<file path="config.mk">
export PLATFORM = sky130hd
export DESIGN_NAME = mesh_wrap_subst
export DESIGN_NICKNAME = d
export VERILOG_FILES = /design/src/rtl/mws_pkg.sv /design/src/rtl/mws_rst_sync.sv /design/src/rtl/mws_lane_mux.sv /design/src/rtl/mws_axis_stage.sv /design/src/rtl/mesh_wrap_subst.sv
export SDC_FILE = /design/constraint.sdc
export NUM_CORES = 1
export LEC_CHECK = 0
export ABC_AREA = 1
export BUFFER_PORTS_ARGS = -buffer_cell sky130_fd_sc_hd__buf_2
export CAP_MARGIN = 20
export CORE_AREA = 2 2 276 278
export CTS_CLUSTER_SIZE = 20
export DETAILED_ROUTE_END_ITERATION = 10
export DIE_AREA = 0 0 278 280
export PLACE_DENSITY_LB_ADDON = 0.25
export SLEW_MARGIN = 40
export SYNTH_ARGS = -nofsm -noshare
export SYNTH_HDL_FRONTEND = slang
export SYNTH_SLANG_ARGS = --single-unit
export TNS_END_PERCENT = 30
</file>
<file path="constraint.sdc">
create_clock -name clk_i -period 16.9 [get_ports clk_i]
set_input_delay 2.535 -clock clk_i [delete_from_list [all_inputs] [get_ports clk_i]]
set_output_delay 2.535 -clock clk_i [all_outputs]
set_load 0.05 [all_outputs]
</file>
<file path="src/rtl/mws_pkg.sv">
package mws_pkg;
  localparam int AXES_DEF = 3;
  localparam int WORD_DEF = 64;

  typedef enum logic [1:0] {
    AXIS_X = 2'd0,
    AXIS_Y = 2'd1,
    AXIS_Z = 2'd2
  } axis_e;
endpackage

</file>
<file path="src/rtl/mws_rst_sync.sv">
module mws_rst_sync (
  input  logic clk_i,
  input  logic rst_ni,
  output logic rst_no
);
  logic meta_q;
  logic sync_q;

  always_ff @(posedge clk_i or negedge rst_ni) begin
    if (!rst_ni) begin
      meta_q <= 1'b0;
      sync_q <= 1'b0;
    end else begin
      meta_q <= 1'b1;
      sync_q <= meta_q;
    end
  end

  assign rst_no = sync_q;
endmodule

</file>
<file path="src/rtl/mws_lane_mux.sv">
module mws_lane_mux #(
  parameter int W = 64
) (
  input  logic [W-1:0] local_i,
  input  logic [W-1:0] rx_i,
  input  logic [W-1:0] mask_i,
  output logic [W-1:0] merged_o,
  output logic [W-1:0] wrapped_o
);
  genvar b;
  generate
    for (b = 0; b < W; b++) begin : g_bit
      assign merged_o[b]  = mask_i[b] ? rx_i[b] : local_i[b];
      assign wrapped_o[b] = mask_i[b] & local_i[b];
    end
  endgenerate
endmodule

</file>
<file path="src/rtl/mws_axis_stage.sv">
module mws_axis_stage #(
  parameter int W    = 64,
  parameter int AXES = 3,
  parameter int IDX  = 0
) (
  input  logic            clk_i,
  input  logic            rst_ni,
  input  logic            valid_i,
  input  logic [W-1:0]    data_i,
  input  logic [AXES*W-1:0] mask_i,
  input  logic [W-1:0]    rx_i,
  output logic            valid_o,
  output logic [W-1:0]    data_o,
  output logic [AXES*W-1:0] mask_o,
  output logic [W-1:0]    tx_o
);
  localparam int LO = IDX * W;

  logic [W-1:0]      own_mask;
  logic [W-1:0]      merged;
  logic [W-1:0]      wrapped;
  logic              valid_d, valid_q;
  logic [W-1:0]      data_d, data_q;
  logic [AXES*W-1:0] mask_d, mask_q;
  logic              load_en;

  assign own_mask = mask_i[LO +: W];

  mws_lane_mux #(.W(W)) u_mux (
    .local_i  (data_i),
    .rx_i     (rx_i),
    .mask_i   (own_mask),
    .merged_o (merged),
    .wrapped_o(wrapped)
  );

  assign load_en = valid_i;

  always_comb begin
    valid_d = valid_i;
    data_d  = data_q;
    mask_d  = mask_q;
    if (load_en) begin
      data_d = merged;
      mask_d = mask_i;
    end
  end

  always_ff @(posedge clk_i or negedge rst_ni) begin
    if (!rst_ni) begin
      valid_q <= 1'b0;
      data_q  <= '0;
      mask_q  <= '0;
    end else begin
      valid_q <= valid_d;
      data_q  <= data_d;
      mask_q  <= mask_d;
    end
  end

  assign valid_o = valid_q;
  assign data_o  = data_q;
  assign mask_o  = mask_q;
  assign tx_o    = valid_i ? wrapped : '0;
endmodule

</file>
<file path="src/rtl/mesh_wrap_subst.sv">
module mesh_wrap_subst #(
  parameter int WORD_W   = mws_pkg::WORD_DEF,
  parameter int NUM_AXES = mws_pkg::AXES_DEF
) (
  input  logic                       clk_i,
  input  logic                       rst_ni,
  input  logic                       valid_i,
  input  logic [WORD_W-1:0]          word_i,
  input  logic [NUM_AXES*WORD_W-1:0] wrap_mask_i,
  input  logic [NUM_AXES*WORD_W-1:0] rx_lane_i,
  output logic [NUM_AXES*WORD_W-1:0] tx_lane_o,
  output logic                       out_valid_o,
  output logic [WORD_W-1:0]          out_data_o
);
  localparam int LANES_W = NUM_AXES * WORD_W;

  logic rst_n_q;

  mws_rst_sync u_rst (
    .clk_i (clk_i),
    .rst_ni(rst_ni),
    .rst_no(rst_n_q)
  );

  logic               vld_ch  [NUM_AXES+1];
  logic [WORD_W-1:0]  data_ch [NUM_AXES+1];
  logic [LANES_W-1:0] mask_ch [NUM_AXES+1];

  assign vld_ch[0]  = valid_i;
  assign data_ch[0] = word_i;
  assign mask_ch[0] = wrap_mask_i;

  genvar a;
  generate
    for (a = 0; a < NUM_AXES; a++) begin : g_axis
      mws_axis_stage #(.W(WORD_W), .AXES(NUM_AXES), .IDX(a)) u_stage (
        .clk_i  (clk_i),
        .rst_ni (rst_n_q),
        .valid_i(vld_ch[a]),
        .data_i (data_ch[a]),
        .mask_i (mask_ch[a]),
        .rx_i   (rx_lane_i[a*WORD_W +: WORD_W]),
        .valid_o(vld_ch[a+1]),
        .data_o (data_ch[a+1]),
        .mask_o (mask_ch[a+1]),
        .tx_o   (tx_lane_o[a*WORD_W +: WORD_W])
      );
    end
  endgenerate

  assign out_valid_o = vld_ch[NUM_AXES];
  assign out_data_o  = data_ch[NUM_AXES];
endmodule

</file>
==> impl_metrics.yaml, run 1 <==
outcome:
  status: "finished clean"
timing:
  slew_violations: 0
  setup_viol: 0
  relSlewSlack: 0.468
  clock_skew_ns: 0.0300
  fin_setup_tns_ns: 0
  hold_slack_ns: 0.194
  min_period_ns: 7.88
  finalHoldViolCount: 0
  maxClockFrequency_mhz: 127
  min_period_over_period: 0.466
  rsz0062_at_grt: "false"
  worstMarginPinSlew_ns: 0.797
cells_and_area:
  drive_gt1_frac: 0.252
  fin_nets: 3794
  stdcell_count: 4378
  area_growth_pct: 28.1
  finalInstanceArea_sq_mm: 0.0254
logic_synthesis:
  synth_compound_area_frac: 0.0323
  yosysMostFrequentCell: "nand2_1"
  synth-edff-count: 0
  ys_seq_area_frac: 0.491
  synth_top_family_by_area: "simple AND/OR/NAND/NOR gates"
  avgSynthCellArea_sq_um: 7.25
  synthXorXnorAreaFrac: 0
  synth_area_leaders: "dfrtp_1 (49%), nand2_1 (21%), inv_1 (11%)"
  synth_top_area_frac: 0.491
  synth_async_sr_flop_share: 1.00
  synthMuxAreaShare: 0
  synthTopCellsByCount: "nand2_1 (1,088), inv_1 (577), dfrtp_1 (389)"
  synthCells: 2738
  synth-simple-area-share: 0.316
  syn_area_sq_mm: 0.0198
  synth.net_count: 3189
  synth_warnings: 0
  yosys.area.top_type: "dfrtp_1"
  synth_adder_area_share: 0
  synth_flop_cell: "dfrtp_1"
  ys_ff_latch: 389
  synth.distinct_cells: 14
power_and_ir_drop:
  vdd_ir_drop_max_v: 0.0000681
  p_per_area_mw_per_mm2: 109
  leakagePower_nw: 15.2
clock_network:
  cts-hold-fix-buffers: 0
  cts_resized: 0
  clockRootBuffer: "clkbuf_16"
  clk_pin_slew_ns: 0.06
  tritoncts.num_buffers: 48
  htree_levels: 2
  insertion_delay_ns: 0.60
  numClockSinks: 389
  cts_tree: "yes"
  clockBufferDepth: 3
  cts_setup_buffers: 0
worst_setup_path:
  cp_data_arrival_time_ns: 5.34
  reg2regPathDepth: 5
  path_max_fanout: 86
  timing.rr.end: "g_axis[2].u_stage.data_o[12]$_DFFE_PN0P_"
  end_kind: "output port"
  r2r-start: "g_axis[1].u_stage.valid_o$_DFF_PN0_"
  worstSetupStartpointType: "primary input"
  cp.required_ns: 14.37
  worst-setup-path-type: "primary input to output port"
  worst-r2r-setup-slack_ns: 14.40
routing:
  dr.pass1.iters: 5
  drcViolationCount: 0
  avgRoutedWirePerCell_microns: 17.5
  vias_per_cell: 4.21
  routed_wl_mm: 76.8
  drt-initial-drc-count: 1271
  routed-via-count: 18400
  antenna_left: 0
die:
  start_util: 0.264
  fp.dieH_microns: 280
  die-area_sq_mm: 0.0778
  pin_count: 708
  die_x_microns: 278
  rows: 101
  core_sq_mm: 0.0752
global_route:
  gr-total-overflow: 0
  grt_max_degree: 89
  grt_pass1_vias: 17600
  grt_pass1_wl_mm: 112
  antenna_found_initial: 28
  gr-usage-all-layers: 0.192
place:
  post_dp_cell_area_sq_mm: 0.0237
  dpl.cell_count: 4270
  hpwl_mm: 57.6
  io_buffers: 707
  gp_congestion: 0.925
run:
  cap_violations: 0
worst_hold_path:
  worstHoldPathType: "flip-flop to async pin"
-- per-layer routing --
layer,track usage,routed length [microns],vias up
met5,0,26,-
met2,0.283,33400,545
li1,-,-,9328
met1,0.281,37200,8431
met3,0.0319,3970,116
met4,0.0661,2240,4
-- cells by family after synthesis --
kind of cell | after synthesis
and+or+nand+nor | 1472
AOI/OAI and AO/OA | 128
buffers and inverters | 748
other | 1
DFF | 389
-- area by class of cell --
class / count / area (sq um)
Clock buffer: 72 / 1390
Sequential cell: 389 / 9740
Clock inverter: 14 / 205
Fill cell: 8288 / 49800
Multi-Input combinational cell: 1601 / 6910
Inverter: 579 / 2190
Antenna cell: 21 / 52.6
Timing Repair Buffer: 724 / 3710
Tap cell: 978 / 1220
-- worst max-delay path by stage --
stage	from	to	slack, ns	depth (start not counted)
after floorplan	u_rst.rst_no$_DFF_PN0_	g_axis[0].u_stage.data_o[0]$_DFFE_PN0P_	5.26	0
after global placement	valid_i	tx_lane_o[7]	8.99	6
after detailed placement	valid_i	tx_lane_o[7]	9.01	6
after CTS	valid_i	tx_lane_o[10]	8.99	6
after global routing	valid_i	tx_lane_o[7]	8.82	6
final	valid_i	tx_lane_o[7]	9.02	6
-- where the power goes --
part | internal [mW] | switching [mW]
Sequential | 1.04 | 0.0658
Combinational | 0.160 | 0.446
Clock | 0.632 | 0.426
Total | 1.83 | 0.938
-- cell usage in the layout (no fill, tap or decap), drive strengths merged --
cell,synthesis,layout
nor3,192,192
clkinv,0,6
diode,0,21
o21ai,128,128
inv,579,581
nand2,1088,1088
clkbuf,19,73
dfrtp,389,389
conb,1,1
bufinv,0,4
nand3,192,192
clkinvlp,0,2
buf,150,723
-- flip-flops by register name (all words and copies together), names as in the netlist --
signal and count:
g_axis.u_stage.mask_o 192, g_axis.u_stage.valid_o 3, u_rst.rst_no 1, g_axis.u_stage.data_o 192, u_rst.meta_q 1
-- worst max-delay path: stages --
cell	delay, ns
clkbuf_8	0.29
inv_8	0.48
buf_4	0.67
buf_4	0.69
nor3_1	0.13
buf_2	0.24
-- through the flow --
stage / utilization / setup WS (ns) / power [mW]
floorplan: - / 5.26 / 1.55
global placement: 0.316 / 8.99 / 1.73
detailed placement: 0.316 / 9.01 / 1.73
CTS: 0.337 / 8.99 / 2.81
global route: 0.338 / 8.82 / 2.92
finish: 0.338 / 9.02 / 2.77
(Power assumes the default switching activity.)
==> run 2, diff against run 1 <==
ABC_AREA = 0   (was 1)
CORE_AREA = 2 2 272 274   (was 2 2 276 278)
DIE_AREA = 0 0 274 276   (was 0 0 278 280)
clock period = 7.6 ns   (was 16.9 ns; I/O delays follow)
==> impl_metrics.yaml, run 2 <==
outcome:
  status: "finished clean"
logic_synthesis:
  ys_ff_latch: 389
  synthTopCellsByCount: "dfrtp_1 (389), a21oi_1 (192), and3_1 (192), mux2i_1 (192), nor2_1 (192)"
  synth.distinct_cells: 12
  yosysMostFrequentCell: "dfrtp_1"
  yosys.area.top_type: "dfrtp_1"
  ys_seq_area_frac: 0.538
  synthCells: 1499
  avgSynthCellArea_sq_um: 12.1
  synth_area_leaders: "dfrtp_1 (54%), mux2i_1 (11%), mux2_4 (9.1%)"
  synth_async_sr_flop_share: 1.00
  syn_area_sq_mm: 0.0181
  synth_flop_cell: "dfrtp_1"
  synth_top_area_frac: 0.538
  synth.net_count: 1950
  synth_warnings: 0
  synth-edff-count: 0
routing:
  avgRoutedWirePerCell_microns: 19.6
  drcViolationCount: 0
  drt-initial-drc-count: 738
  antenna_left: 0
  dr.pass1.iters: 4
  vias_per_cell: 4.44
  routed_wl_mm: 61.2
  routed-via-count: 13900
power_and_ir_drop:
  seqPwrFrac: 0.413
  power.total_mw: 6.21
  clock_power_share: 0.371
  p_sw_mw: 1.99
  p_per_area_mw_per_mm2: 262
  vdd_ir_drop_max_v: 0.000134
  swShare: 0.320
  internal_power_mw: 4.22
  pwr-share-comb: 0.216
  leakagePower_nw: 12.4
cells_and_area:
  fillers: 7527
  most-common-layout-cells: "buf_2 (706), dfrtp_1 (386)"
  fin_nets: 2575
  drive_gt1_frac: 0.462
  area_growth_pct: 31.1
  final_common_cell: "buf_2"
  stdcell_count: 3125
  multi_input_area_sq_mm: 0.00738
  ff_latch_area_sq_mm: 0.00975
  finalInstanceArea_sq_mm: 0.0237
worst_setup_path:
  end_kind: "output port"
  cp_data_arrival_time_ns: 2.88
  crit_start: "valid_i"
  reg2regPathDepth: 3
  cp.required_ns: 6.46
  worstSetupStartpointType: "primary input"
  r2r-start: "u_rst.rst_no$_DFF_PN0_"
  worst-setup-path-type: "primary input to output port"
  timing.rr.end: "g_axis[0].u_stage.mask_o[98]$_DFFE_PN0P_"
  path_max_fanout: 108
  worst-r2r-setup-slack_ns: 5.68
die:
  start_util: 0.249
  core_sq_mm: 0.0726
  rows: 99
  pin_count: 708
  die-area_sq_mm: 0.0756
  die_x_microns: 274
  fp.dieH_microns: 276
timing:
  finalHoldViolCount: 0
  rsz0062_at_grt: "false"
  fin_setup_tns_ns: 0
  setup_viol: 0
  min_period_ns: 4.02
  layout_setup_ws_ns: 3.58
  relSlewSlack: 0.469
  clock_skew_ns: 0.0160
  worstMarginPinSlew_ns: 0.796
  min_period_over_period: 0.528
  slew_violations: 0
  maxClockFrequency_mhz: 249
global_route:
  gr-usage-all-layers: 0.156
  grt_pass1_wl_mm: 90.5
  gr-total-overflow: 0
  grt_pass1_vias: 14300
  grt_max_degree: 148
  antenna_found_initial: 14
place:
  dpl.cell_count: 3030
  gp_congestion: 0.962
  post_dp_cell_area_sq_mm: 0.0220
  io_buffers: 707
  hpwl_mm: 45.5
  pre_cts_slack_ns: 3.65
clock_network:
  cts_setup_buffers: 0
  insertion_delay_ns: 0.57
  cts_tree: "yes"
  cts-hold-fix-buffers: 0
  tritoncts.num_buffers: 48
  htree_levels: 2
  clk_pin_slew_ns: 0.06
  numClockSinks: 389
  cts_resized: 0
  clockRootBuffer: "clkbuf_16"
  clockBufferDepth: 3
worst_hold_path:
  worstHoldPathType: "flip-flop to async pin"
run:
  cap_violations: 0
[run 2: cell types whose count changed after synthesis, sizes merged]
cell / before / now
nand3: 192 / 0
mux2i: 0 / 192
a21oi: 0 / 192
buf: 150 / 126
nand2: 1088 / 0
clkbuf: 19 / 23
inv: 579 / 0
mux2: 0 / 192
nor3: 192 / 0
o21ai: 128 / 0
nor2: 0 / 192
and3: 0 / 192
[run 2: stage by stage]
step                      hold WS (ns)  utilization
after floorplan                  0.331            -
after global placement           0.341        0.303
after detailed placement         0.349        0.304
after CTS                        0.307        0.326
after global routing             0.215        0.327
final                            0.185        0.327
[run 2: worst max path at each step]
stage                                                         end  slack [ns]  cells after the start
final                                                tx_lane_o[5]        3.58                      4
after global routing                                 tx_lane_o[4]        3.51                      4
after CTS                                            tx_lane_o[3]        3.64                      4
after detailed placement                             tx_lane_o[3]        3.65                      4
after global placement                               tx_lane_o[4]        3.69                      4
after floorplan           g_axis[0].u_stage.data_o[0]$_DFFE_PN0P_        1.25                      0
[run 2: layer usage]
metal	vias to the layer above	global-route usage	wire (microns)
li1	6486	-	-
met1	6877	0.198	25600
met2	428	0.263	30500
met3	86	0.0357	3710
met4	4	0.0478	1330
met5	-	0	24
[run 2: power by group through the flow]
stage          logic (mW)  clock network, mW  registers [mW]
6_report             1.34               2.30            2.56
5_1_grt              1.43               2.49            2.60
4_1_cts              1.35               2.39            2.57
3_5_place_dp         1.35                  0            2.60
3_3_place_gp         1.33                  0            2.60
2_1_floorplan        1.03                  0            2.53
[run 2: worst max-delay path, cell delays in order]
cell	delay [ns]
buf_8	0.39
buf_12	0.44
and3_1	0.25
buf_2	0.26
[run 2: cell families after synthesis]
| family | after synthesis | share of synthesized area |
|---|---|---|
| multiplexers | 384 | 0.248 |
| AND/OR/NAND/NOR | 384 | 0.106 |
| other | 1 | 0.000207 |
| buffers and inverters | 149 | 0.0541 |
| AO/OA/AOI/OAI | 192 | 0.0531 |
| flip-flops | 389 | 0.538 |
[run 2: area by class of cell]
| class | instances | area share |
|---|---|---|
| multi-input combinational | 961 | 0.311 |
| timing repair buffer | 724 | 0.160 |
| clock buffer | 70 | 0.0617 |
| sequential | 389 | 0.411 |
| clock inverter | 13 | 0.00517 |
| antenna | 9 | 0.000949 |
| tap | 959 | 0.0506 |
==> run 3, diff against run 2 <==
ABC_AREA = 1   (was 0)
CORE_AREA = 2 2 276 278   (was 2 2 272 274)
DIE_AREA = 0 0 278 280   (was 0 0 274 276)
clock period = 3.9 ns   (was 7.6 ns; I/O delays follow)
==> impl_metrics.yaml, run 3 (synthesized netlist as in run 1, its figures left out) <==
die:
  die_x_microns: 278
  die-area_sq_mm: 0.0778
  pin_count: 708
  core_sq_mm: 0.0752
  fp.dieH_microns: 280
  start_util: 0.264
  rows: 101
place:
  io_buffers: 707
  hpwl_mm: 60.7
  post_dp_cell_area_sq_mm: 0.0239
  gp_congestion: 0.949
timing:
  min_period_over_period: 0.833
  worstMarginPinSlew_ns: 0.785
  relSlewSlack: 0.477
  rsz0062_at_grt: "false"
  fin_setup_tns_ns: 0
  min_period_ns: 3.25
  clock_skew_ns: 0.0274
  finalHoldViolCount: 0
  maxClockFrequency_mhz: 308
  slew_violations: 0
  setup_viol: 0
cells_and_area:
  final_common_cell: "nand2_1"
  finalInstanceArea_sq_mm: 0.0255
  fin_nets: 3804
  area_growth_pct: 28.5
  fillers: 8238
  most-common-layout-cells: "nand2_1 (1,088), buf_2 (706), inv_1 (576), dfrtp_1 (386), nand3_1 (192)"
  drive_gt1_frac: 0.255
clock_network:
  cts_tree: "yes"
  cts_resized: 0
  clockRootBuffer: "clkbuf_16"
  insertion_delay_ns: 0.59
  tritoncts.num_buffers: 47
  numClockSinks: 389
  clk_pin_slew_ns: 0.06
  clockBufferDepth: 3
  htree_levels: 2
worst_setup_path:
  cp_data_arrival_time_ns: 2.66
  path_buf_inv: 3
  slowest_stage: "dfrtp_4"
  cp_cell_sequence: "inv_4 -> buf_4 -> nor3_1 -> buf_2"
  path_max_fanout: 60
  cp.required_ns: 3.31
  end_kind: "output port"
  worst-r2r-setup-slack_ns: 1.73
  worst-setup-path-type: "flip-flop to output port"
  crit_path_max_incr_delay_ns: 0.62
  worstSetupStartpointType: "flip-flop"
  cp_top_family: "buffers and inverters"
routing:
  antenna_left: 0
  vias_per_cell: 4.23
  routed_wl_mm: 78.8
  routed-via-count: 18600
  drt-initial-drc-count: 1228
  avgRoutedWirePerCell_microns: 18.0
  drcViolationCount: 0
  dr.pass1.iters: 6
global_route:
  grt_pass1_vias: 18000
  gr-total-overflow: 0
  gr-usage-all-layers: 0.197
  grt_max_degree: 159
  antenna_found_initial: 15
  grt_pass1_wl_mm: 115
worst_hold_path:
  worstHoldPathType: "primary input to flip-flop"
outcome:
  status: "finished clean"
power_and_ir_drop:
  leakagePower_nw: 15.2
  vdd_ir_drop_max_v: 0.000339
  p_per_area_mw_per_mm2: 467
run:
  cap_violations: 0
-- run 3: cell count changes in the layout (fill, tap and decap cells not counted), moves of 141 or more --
cell | previous run | this run
a21oi_1 | 192 | 0
and3_1 | 192 | 0
inv_1 | 0 | 576
mux2i_1 | 192 | 0
nand2_1 | 0 | 1088
nand3_1 | 0 | 192
nor2_1 | 192 | 0
nor3_1 | 0 | 141
-- run 3: layer usage --
| layer | vias to the layer above | global-route usage | routed length, microns | share of wire |
|---|---|---|---|---|
| met5 | - | 0 | 0 | 0 |
| met4 | 0 | 0.0667 | 2270 | 0.029 |
| met3 | 120 | 0.0229 | 3690 | 0.047 |
| met2 | 565 | 0.301 | 35100 | 0.45 |
| met1 | 8534 | 0.288 | 37700 | 0.48 |
| li1 | 9331 | - | - | - |
-- run 3: worst paths after layout --
| kind | from | end | cells past startpoint |
|---|---|---|---|
| worst max-delay path | g_axis[0].u_stage.valid_o$_DFF_PN0_ | tx_lane_o[78] | 4 |
| worst min-delay path | wrap_mask_i[141] | g_axis[0].u_stage.mask_o[141]$_DFFE_PN0P_ | 3 |
| worst max register to register | g_axis[0].u_stage.valid_o$_DFF_PN0_ | g_axis[1].u_stage.data_o[33]$_DFFE_PN0P_ | 5 |
| worst min register to register | u_rst.rst_no$_DFF_PN0_ | g_axis[1].u_stage.data_o[41]$_DFFE_PN0P_ | 0 |
| max in group asynchronous | u_rst.rst_no$_DFF_PN0_ | g_axis[0].u_stage.data_o[17]$_DFFE_PN0P_ | 2 |
| min in group asynchronous | u_rst.rst_no$_DFF_PN0_ | g_axis[1].u_stage.data_o[41]$_DFFE_PN0P_ | 0 |
-- run 3: metrics by stage --
step                hold slack, ns   util  instances  total power, mW  setup WS (ns)
floorplan                    0.289      -       2738             6.72         0.0739
global placement             0.335  0.317       4280             7.55           1.23
detailed placement           0.336  0.318       4280             7.57           1.20
CTS                          0.141  0.338       4366             12.1          0.549
global route                 0.174  0.339       4379             12.5          0.494
finish                       0.195  0.339       4381             11.9          0.651
-- run 3: layout make-up --
cell class | count | area, sq um | area share
Timing Repair Buffer | 735 | 3850 | 0.151
Multi-Input combinational cell | 1601 | 6910 | 0.271
Clock inverter | 18 | 194 | 0.00761
Clock buffer | 67 | 1350 | 0.0531
Inverter | 579 | 2190 | 0.0857
Sequential cell | 389 | 9740 | 0.382
Antenna cell | 14 | 35.0 | 0.00137
Tap cell | 978 | 1220 | 0.0480
-- run 3: timing repair --
| item | 4_1_cts | 5_1_grt |
|---|---|---|
| hold endpoints to repair | 2 | 0 |
| hold buffers | 1 | 0 |
| buffers inserted | 0 | 0 |
-- run 3: worst register-to-register path: stages, from the launching register on --
cell and delay (ns):
dfrtp_4 0.62, inv_4 0.62, buf_4 0.49, buf_4 0.25, nand2_1 0.07, nand2_1 0.06
-- run 3: where the power goes --
part,internal [mW],switching (mW),leakage (nW)
Combinational,0.707,1.94,9.75
Sequential,4.51,0.322,4.73
Clock,2.56,1.85,0.764
